### config.mk
export PLATFORM = sky130hd
export DESIGN_NAME = ext_irq_flags
export DESIGN_NICKNAME = d
export VERILOG_FILES = /design/src/rtl/ext_irq_pkg.sv /design/src/rtl/ext_irq_sync.sv /design/src/rtl/ext_irq_cell.sv /design/src/rtl/ext_irq_merge.sv /design/src/rtl/ext_irq_flags.sv
export SDC_FILE = /design/constraint.sdc
export NUM_CORES = 1
export LEC_CHECK = 0
export BUFFER_PORTS_ARGS = -buffer_cell sky130_fd_sc_hd__buf_4
export CAP_MARGIN = 20
export CORE_MARGIN = 2
export CORE_UTILIZATION = 50
export DETAILED_ROUTE_END_ITERATION = 7
export GPL_ROUTABILITY_DRIVEN = 0
export MAX_ROUTING_LAYER = met4
export PLACE_DENSITY_LB_ADDON = 0.1
export SKIP_LAST_GASP = 1
export SLEW_MARGIN = 20
export SYNTH_ARGS = -nofsm -noshare
export SYNTH_HDL_FRONTEND = slang
export SYNTH_SLANG_ARGS = --single-unit
### constraint.sdc
create_clock -name clk -period 1.4 [get_ports clk]
set_input_delay 0.07 -clock clk [delete_from_list [all_inputs] [get_ports clk]]
set_output_delay 0.07 -clock clk [all_outputs]
set_load 0.01 [all_outputs]
### src/rtl/ext_irq_pkg.sv
package ext_irq_pkg;

    // Per-pin state held by one flag cell
    typedef struct packed {
        logic flag;     // sticky edge request
        logic marker;   // flag was read as one since last write
        logic prev;     // previous synchronized pin level
    } cell_state_t;

    typedef enum logic [1:0] {
        ACC_IDLE  = 2'b00,
        ACC_READ  = 2'b01,
        ACC_WRITE = 2'b10
    } access_e;

endpackage

### src/rtl/ext_irq_sync.sv
module ext_irq_sync #(
    parameter int NUM_PINS = 6,
    parameter int STAGES   = 2
) (
    input  logic                clk,
    input  logic                rst_n,
    input  logic [NUM_PINS-1:0] pin_n_i,
    output logic [NUM_PINS-1:0] sync_n_o
);

    typedef struct packed {
        logic [STAGES-1:0][NUM_PINS-1:0] stage;
    } sync_state_t;

    sync_state_t state_d, state_q;

    always_comb begin
        state_d = state_q;
        state_d.stage[0] = pin_n_i;
        for (int s = 1; s < STAGES; s++) begin
            state_d.stage[s] = state_q.stage[s-1];
        end
    end

    // Idle level of the active-low pins is high
    always_ff @(posedge clk or negedge rst_n) begin
        if (!rst_n) begin
            state_q <= '1;
        end else begin
            state_q <= state_d;
        end
    end

    assign sync_n_o = state_q.stage[STAGES-1];

endmodule

### src/rtl/ext_irq_cell.sv
module ext_irq_cell
    import ext_irq_pkg::*;
(
    input  logic    clk,
    input  logic    rst_n,
    input  logic    sync_n_i,
    input  logic    edge_mode_i,
    input  access_e access_i,
    input  logic    wbit_i,
    output logic    view_o,
    output logic    flag_o
);

    cell_state_t state_d, state_q;
    logic        fall;
    logic        clear_ok;

    always_comb begin
        state_d      = state_q;
        fall         = state_q.prev & ~sync_n_i;
        clear_ok     = (access_i == ACC_WRITE) && !wbit_i && state_q.marker;
        state_d.prev = sync_n_i;

        if (edge_mode_i) begin
            if (access_i == ACC_WRITE) begin
                state_d.marker = 1'b0;
            end else if (access_i == ACC_READ && state_q.flag) begin
                state_d.marker = 1'b1;
            end

            if (clear_ok) begin
                state_d.flag = 1'b0;
            end
            // a fresh edge wins over a clear in the same cycle
            if (fall) begin
                state_d.flag = 1'b1;
            end
        end else begin
            state_d.flag   = 1'b0;
            state_d.marker = 1'b0;
        end
    end

    always_ff @(posedge clk or negedge rst_n) begin
        if (!rst_n) begin
            state_q <= '{flag: 1'b0, marker: 1'b0, prev: 1'b1};
        end else begin
            state_q <= state_d;
        end
    end

    assign view_o = edge_mode_i ? state_q.flag : ~sync_n_i;
    assign flag_o = state_q.flag;

endmodule

### src/rtl/ext_irq_merge.sv
module ext_irq_merge #(
    parameter int NUM_PINS = 6
) (
    input  logic                clk,
    input  logic                rst_n,
    input  logic [NUM_PINS-1:0] req_i,
    output logic                irq_o
);

    logic irq_d, irq_q;

    always_comb begin
        irq_d = |req_i;
    end

    always_ff @(posedge clk or negedge rst_n) begin
        if (!rst_n) begin
            irq_q <= 1'b0;
        end else begin
            irq_q <= irq_d;
        end
    end

    assign irq_o = irq_q;

endmodule

### src/rtl/ext_irq_flags.sv
module ext_irq_flags
    import ext_irq_pkg::*;
#(
    parameter int NUM_PINS    = 6,
    parameter int DATA_W      = 8,
    parameter int SYNC_STAGES = 2
) (
    input  logic              clk,
    input  logic              rst_n,
    input  logic [5:0]        pin_n_i,
    input  logic [5:0]        sense_edge_i,
    input  logic              bus_sel_i,
    input  logic              bus_wr_i,
    input  logic [7:0]        bus_wdata_i,
    output logic [7:0]        bus_rdata_o,
    output logic              irq_o
);

    localparam int RSV_W = DATA_W - NUM_PINS;

    logic [NUM_PINS-1:0] sync_n;
    logic [NUM_PINS-1:0] view;
    logic [NUM_PINS-1:0] edge_flag_q;
    access_e             access;
    logic                unused_rsv;

    always_comb begin
        if (!bus_sel_i)    access = ACC_IDLE;
        else if (bus_wr_i) access = ACC_WRITE;
        else               access = ACC_READ;
    end

    ext_irq_sync #(
        .NUM_PINS (NUM_PINS),
        .STAGES   (SYNC_STAGES)
    ) u_sync (
        .clk      (clk),
        .rst_n    (rst_n),
        .pin_n_i  (pin_n_i),
        .sync_n_o (sync_n)
    );

    for (genvar i = 0; i < NUM_PINS; i++) begin : g_cell
        ext_irq_cell u_cell (
            .clk         (clk),
            .rst_n       (rst_n),
            .sync_n_i    (sync_n[i]),
            .edge_mode_i (sense_edge_i[i]),
            .access_i    (access),
            .wbit_i      (bus_wdata_i[i]),
            .view_o      (view[i]),
            .flag_o      (edge_flag_q[i])
        );
    end

    ext_irq_merge #(
        .NUM_PINS (NUM_PINS)
    ) u_merge (
        .clk   (clk),
        .rst_n (rst_n),
        .req_i (view),
        .irq_o (irq_o)
    );

    assign bus_rdata_o = {{RSV_W{1'b0}}, view};
    assign unused_rsv  = ^bus_wdata_i[DATA_W-1:NUM_PINS];

endmodule

Yosys cells after proc, flatten, opt, wreduce, memory -nomap -nowiden
Cells that the tools add are included.
Widths: inputs -> output; s select.
{"block": "op_classes", "n_mux": 38, "bitwise": 12, "n_eq_ne": 14, "reduce_logical": 25}
{"operator": "$ne 3x1->1 const B", "count": 12}
{"operator": "$mux 1", "count": 30}
{"operator": "$logic_and 1x1->1", "count": 18}
{"operator": "$mux 2", "count": 8}
{"operator": "$and 1x1->1", "count": 6}
{"operator": "$logic_not 1->1", "count": 6}
{"operator": "$not 1->1", "count": 6}
{"operator": "$reduce_or 6->1", "count": 1}
{"operator": "$eq 2x1->1 const B", "count": 1}
{"operator": "$eq 2x2->1 const B", "count": 1}
{"block": "word_totals", "register_bits": 31, "out_inout_bits": 9, "wordCells": 110, "input_bits": 24}

Logic depth before layout (Yosys ltp)
{"block": "depth", "ltp_word": 8, "mapped_depth": 4, "depth_no_buf": 3}

Hierarchy
From an unflattened synthesis, not the netlist that was laid out.
{"block": "hier_totals", "hier_cells": 99, "area_unflattened_um2": 1290.0}
{"module": "ext_irq_cell", "instances": 6, "cells_per_inst": 13, "area_each_um2": 150.1, "seq_area_each_um2": 76.3}
{"module": "ext_irq_sync", "instances": 1, "cells_per_inst": 12, "area_each_um2": 315.3, "seq_area_each_um2": 315.3}
{"module": "ext_irq_merge", "instances": 1, "cells_per_inst": 4, "area_each_um2": 38.8, "seq_area_each_um2": 25.0}
{"module": "ext_irq_flags", "instances": 1, "cells_per_inst": 5, "area_each_um2": 35.0, "seq_area_each_um2": 0.0}

Least setup slack after synthesis
No wires, ideal clock.
{"block": "synth_timing", "kind": "register -> register", "startpoint": "reg u_sync.state_q, in the netlist u_sync.sync_n_o[2]", "endpoint": "reg u_merge.irq_q (netlist: u_merge.irq_o)", "stages_incl_launch_ff": 4, "arrival_time_ns": 1.142, "n_path_buf": 0, "setup_ns": 0.139, "synth_period_minus_slack_ns": 1.280, "required_ns": 1.261, "setup_slack_ns": 0.120, "cell_sequence": "dfstp_2 nor2_1 nand4b_1 or4_1"}
{"block": "synth_via", "elab_chain_cells": 3}
{"element": "from (decl)", "line": "ext_irq_sync.sv:15", "rtl": "sync_state_t state_d, state_q;"}
{"element": "from (signal assigned)", "line": "ext_irq_sync.sv:30", "rtl": "state_q <= state_d;"}
{"element": "$not 1->1", "line": "ext_irq_cell.sv:52", "rtl": "assign view_o = edge_mode_i ? state_q.flag : ~sync_n_i;"}
{"element": "$mux 1", "line": "ext_irq_cell.sv:52"}
{"element": "$reduce_or 6->1", "line": "ext_irq_merge.sv:13", "rtl": "irq_d = |req_i;"}
{"element": "via u_merge.irq_d", "line": "ext_irq_merge.sv:10", "rtl": "logic irq_d, irq_q;"}
{"element": "to (signal assigned)", "line": "ext_irq_merge.sv:20", "rtl": "irq_q <= irq_d;"}
{"element": "to (decl)", "line": "ext_irq_merge.sv:10"}
The timed path passes the listed nets, and every way through them passes these cells.
A chain may end at the register's enable or synchronous reset.

Final worst setup path
Ends and elaborated chain as after synthesis.

==> impl_results.md <==
- # fillers: between 150 and 200
- Post-synthesis async set-or-reset flop share: 100%
- CTS Sinks: 31
- DP Area: between 1000 and 1500 um2
- Worst clock skew: a little under 0.007 ns
- Final instance area: 1590 um2
- Initial antenna violation count: 0
- CP Capture Type: flop
- Mean Syn Cell Area: roughly 12 um2
- DRT Wirelength: a little over 2000 um
- Hold path startpoint: bus_sel_i
- Drt first pass iters: 3
- Total track usage: around 18%
- Root buffer cell: clkbuf_4
- Core area: between 2000 and 2500 um2
- Critical R2R Capture: u_merge.irq_o
- Max Freq: ~750 MHz
- DR vias: about 800
- Initial Util: between 50 and 60%
- Synth area leaders: dfstp_2 (40%), dfrtp_1 (27%), nand2b_1 (6.3%), buf_4 (5.0%), o21ai_0 (3.8%)
- Pre-CTS setup slack: 0.0503 ns
- Vias in the first global route: 782
- Most instantiated cells after synthesis: dfstp_2 (18), dfrtp_1 (13), nand2_1 (12), nand2b_1 (12), o21ai_0 (9)
- CTS max path bufs: 2
- Cell count after synthesis: a little over 100
- Area grow syn2layout: 32.8%
- Synth Register Bits: 31
- Worst reg-to-reg path cell count: 3
- Fin Hold WS: a little over 0.08 ns
- Post-DR wirelength/cell: approximately 12 um
- Rows: 17
- Hold path endpoint: g_cell[5].u_cell.state_q[1]
- Reg-to-reg startpoint: u_sync.sync_n_o[2]
- Most numerous cell in the Yosys netlist: dfstp_2
- Clock Pin Slew Worst Setup and Hold Paths: ~0.09 ns
- Max FO, Critical Path: 4
- Port bufs: 28
- Pin count of the biggest net entering global routing: 32
- Total grt overflow: 0
- First-pass GRT wire length: about 3300 um
- Yosys warning total: 0
- Leading area contributor after synthesis: dfstp_2
- Required @ worst endpoint: 1.59 ns
- Final period utilization: a little over nine tenths
- Outcome: completed
- Slew Limit Fails: 0
- Crit start category: flop
- Power Density: roughly 1100 nW/um2
- R2r setup slk: approximately 0.065 ns
- Top FF cell, synth: dfstp_2
- Final Hold Vio Count: 0
- Critical Path AT: roughly 1.5 ns
- I/O pin count: 33
- Worst skew pair latency: about 0.32 ns
- Max_cap viols: 0
- Nets: between 150 and 200
- Final std cells w/o fill: approximately 170
- DRT iter0 DRCs: 7
- Width of the die: 52.9 um
- Layout cells sized above 1: 38.9%
- CTS tree: done
- Sequential-to-total area share from yosys stat: about two thirds
- WHS Path Cells: 3
- Hold Path Class: input pin to flop
- RSZ-0062 raised after global routing: true
- Number of synthesized flops with an enable pin: 0
- Post-synth cell types: 19
- VDD IR-drop max: about 840 uV
- Overall Power: 1.76 mW
- Drc violations: 0
- Leak pwr: a little over 0.7 nW
- DR vias/cell: between 4 and 5
- Proportion of netlist area held by the largest area contributor: approximately two fifths
- Setup TNS: 0 ns
- Die area: ~2800 um2
- H-tree depth: 2
- DIE HEIGHT: around 53 um
- # diodes: 0
- CTS buffer count: 5
- Final design utilization: between 70% and 80%
- Post-layout min period: between 1 and 1.5 ns
- Placed cell count: 150
- Final setup margin: about 0.065 ns
- Mapped Area: ~1200 um2
- CP Class: flop to flop
- DP HPWL: about 1400 um
- Antenna viol nets, final: 0
- Endpoints failing setup: 0
[routing by layer]
layer | vias to the layer above | wire length [um] | track usage, % | share of wire [%]
li1 | 408 | - | - | -
met5 | - | 0 | - | 0
met3 | 4 | 158 | 8.19 | 7.6
met4 | 0 | 30 | 8.97 | 1.5
met2 | 27 | 976 | 27.7 | 47
met1 | 376 | 900 | 20.1 | 44
[layout by cell type, fill, tap and decap left out]
cell type      netlist  layout
a21boi_0             6       6
a21oi_1              6       6
and2b_1              1       1
buf_4                8      29
clkbuf_1             0       1
clkbuf_4             0       5
clkbuf_8             0       2
conb_1               1       2
dfrtp_1             13      13
dfstp_2             18      18
dlygate4sd3_1        0      13
inv_1                1       1
mux2i_1              1       1
nand2_1             12      12
nand2b_1            12      12
nand4b_1             1       1
nor2_1               8       8
nor2b_2              0       1
o21ai_0              9       9
o221ai_1             1       1
or2_2                1       1
or4_1                1       1
[flip-flops by register name, summed over array words and instances, names as in the netlist]
name,flops
u_merge.irq_o,1
g_cell.u_cell.state_q,12
g_cell.u_cell.flag_o,6
u_sync.sync_n_o,6
u_sync.state_d,6
[how the worst max path moves through the flow]
stage | startpoint | end | slack [ns]
after floorplan | u_sync.sync_n_o[2] | u_merge.irq_o | 0.12
after global placement | u_sync.sync_n_o[2] | u_merge.irq_o | 0.07
after detailed placement | u_sync.sync_n_o[4] | u_merge.irq_o | 0.05
after CTS | u_sync.sync_n_o[4] | u_merge.irq_o | 0.04
after global routing | u_sync.sync_n_o[2] | u_merge.irq_o | -0.02
final | u_sync.sync_n_o[2] | u_merge.irq_o | 0.06
[critical path: stages, from the launching register on]
cell and delay, ns:
dfstp_2 0.55, nor2_1 0.04, nand4b_1 0.16, or4_1 0.46
[timing repair]
item / CTS / global route
endpoints found under the setup margin: 0 / 1
hold endpoints to repair: 43 / 0
buffers inserted: 0 / 1
hold buffers: 13 / 0
resized for setup: 0 / 1
[layout make-up]
class,count,area [um2],share of cell area [%]
clock buffer,8,68.8,4.33
inverter,1,3.75,0.236
sequential,31,798,50.2
tap,28,35.0,2.20
multi-input combinational,62,335,21.1
timing repair buffer,42,348,21.9
[cell families after synthesis]
kind of cell	share of synthesized area (%)
AND/OR/NAND/NOR	15.6
flip-flops	66.7
AO/OA/AOI/OAI	10.8
buffers and inverters	5.75
multiplexers	0.837
other	0.314
[power breakdown]
| group | leakage, nW | total [mW] | internal, mW | switching [mW] |
|---|---|---|---|---|
| clock network | 0.0386 | 0.573 | 0.295 | 0.278 |
| logic | 0.315 | 0.203 | 0.115 | 0.0882 |
| registers | 0.360 | 0.984 | 0.962 | 0.0223 |
| total | 0.713 | 1.76 | 1.37 | 0.388 |
Power figures use the tool's default switching activity.
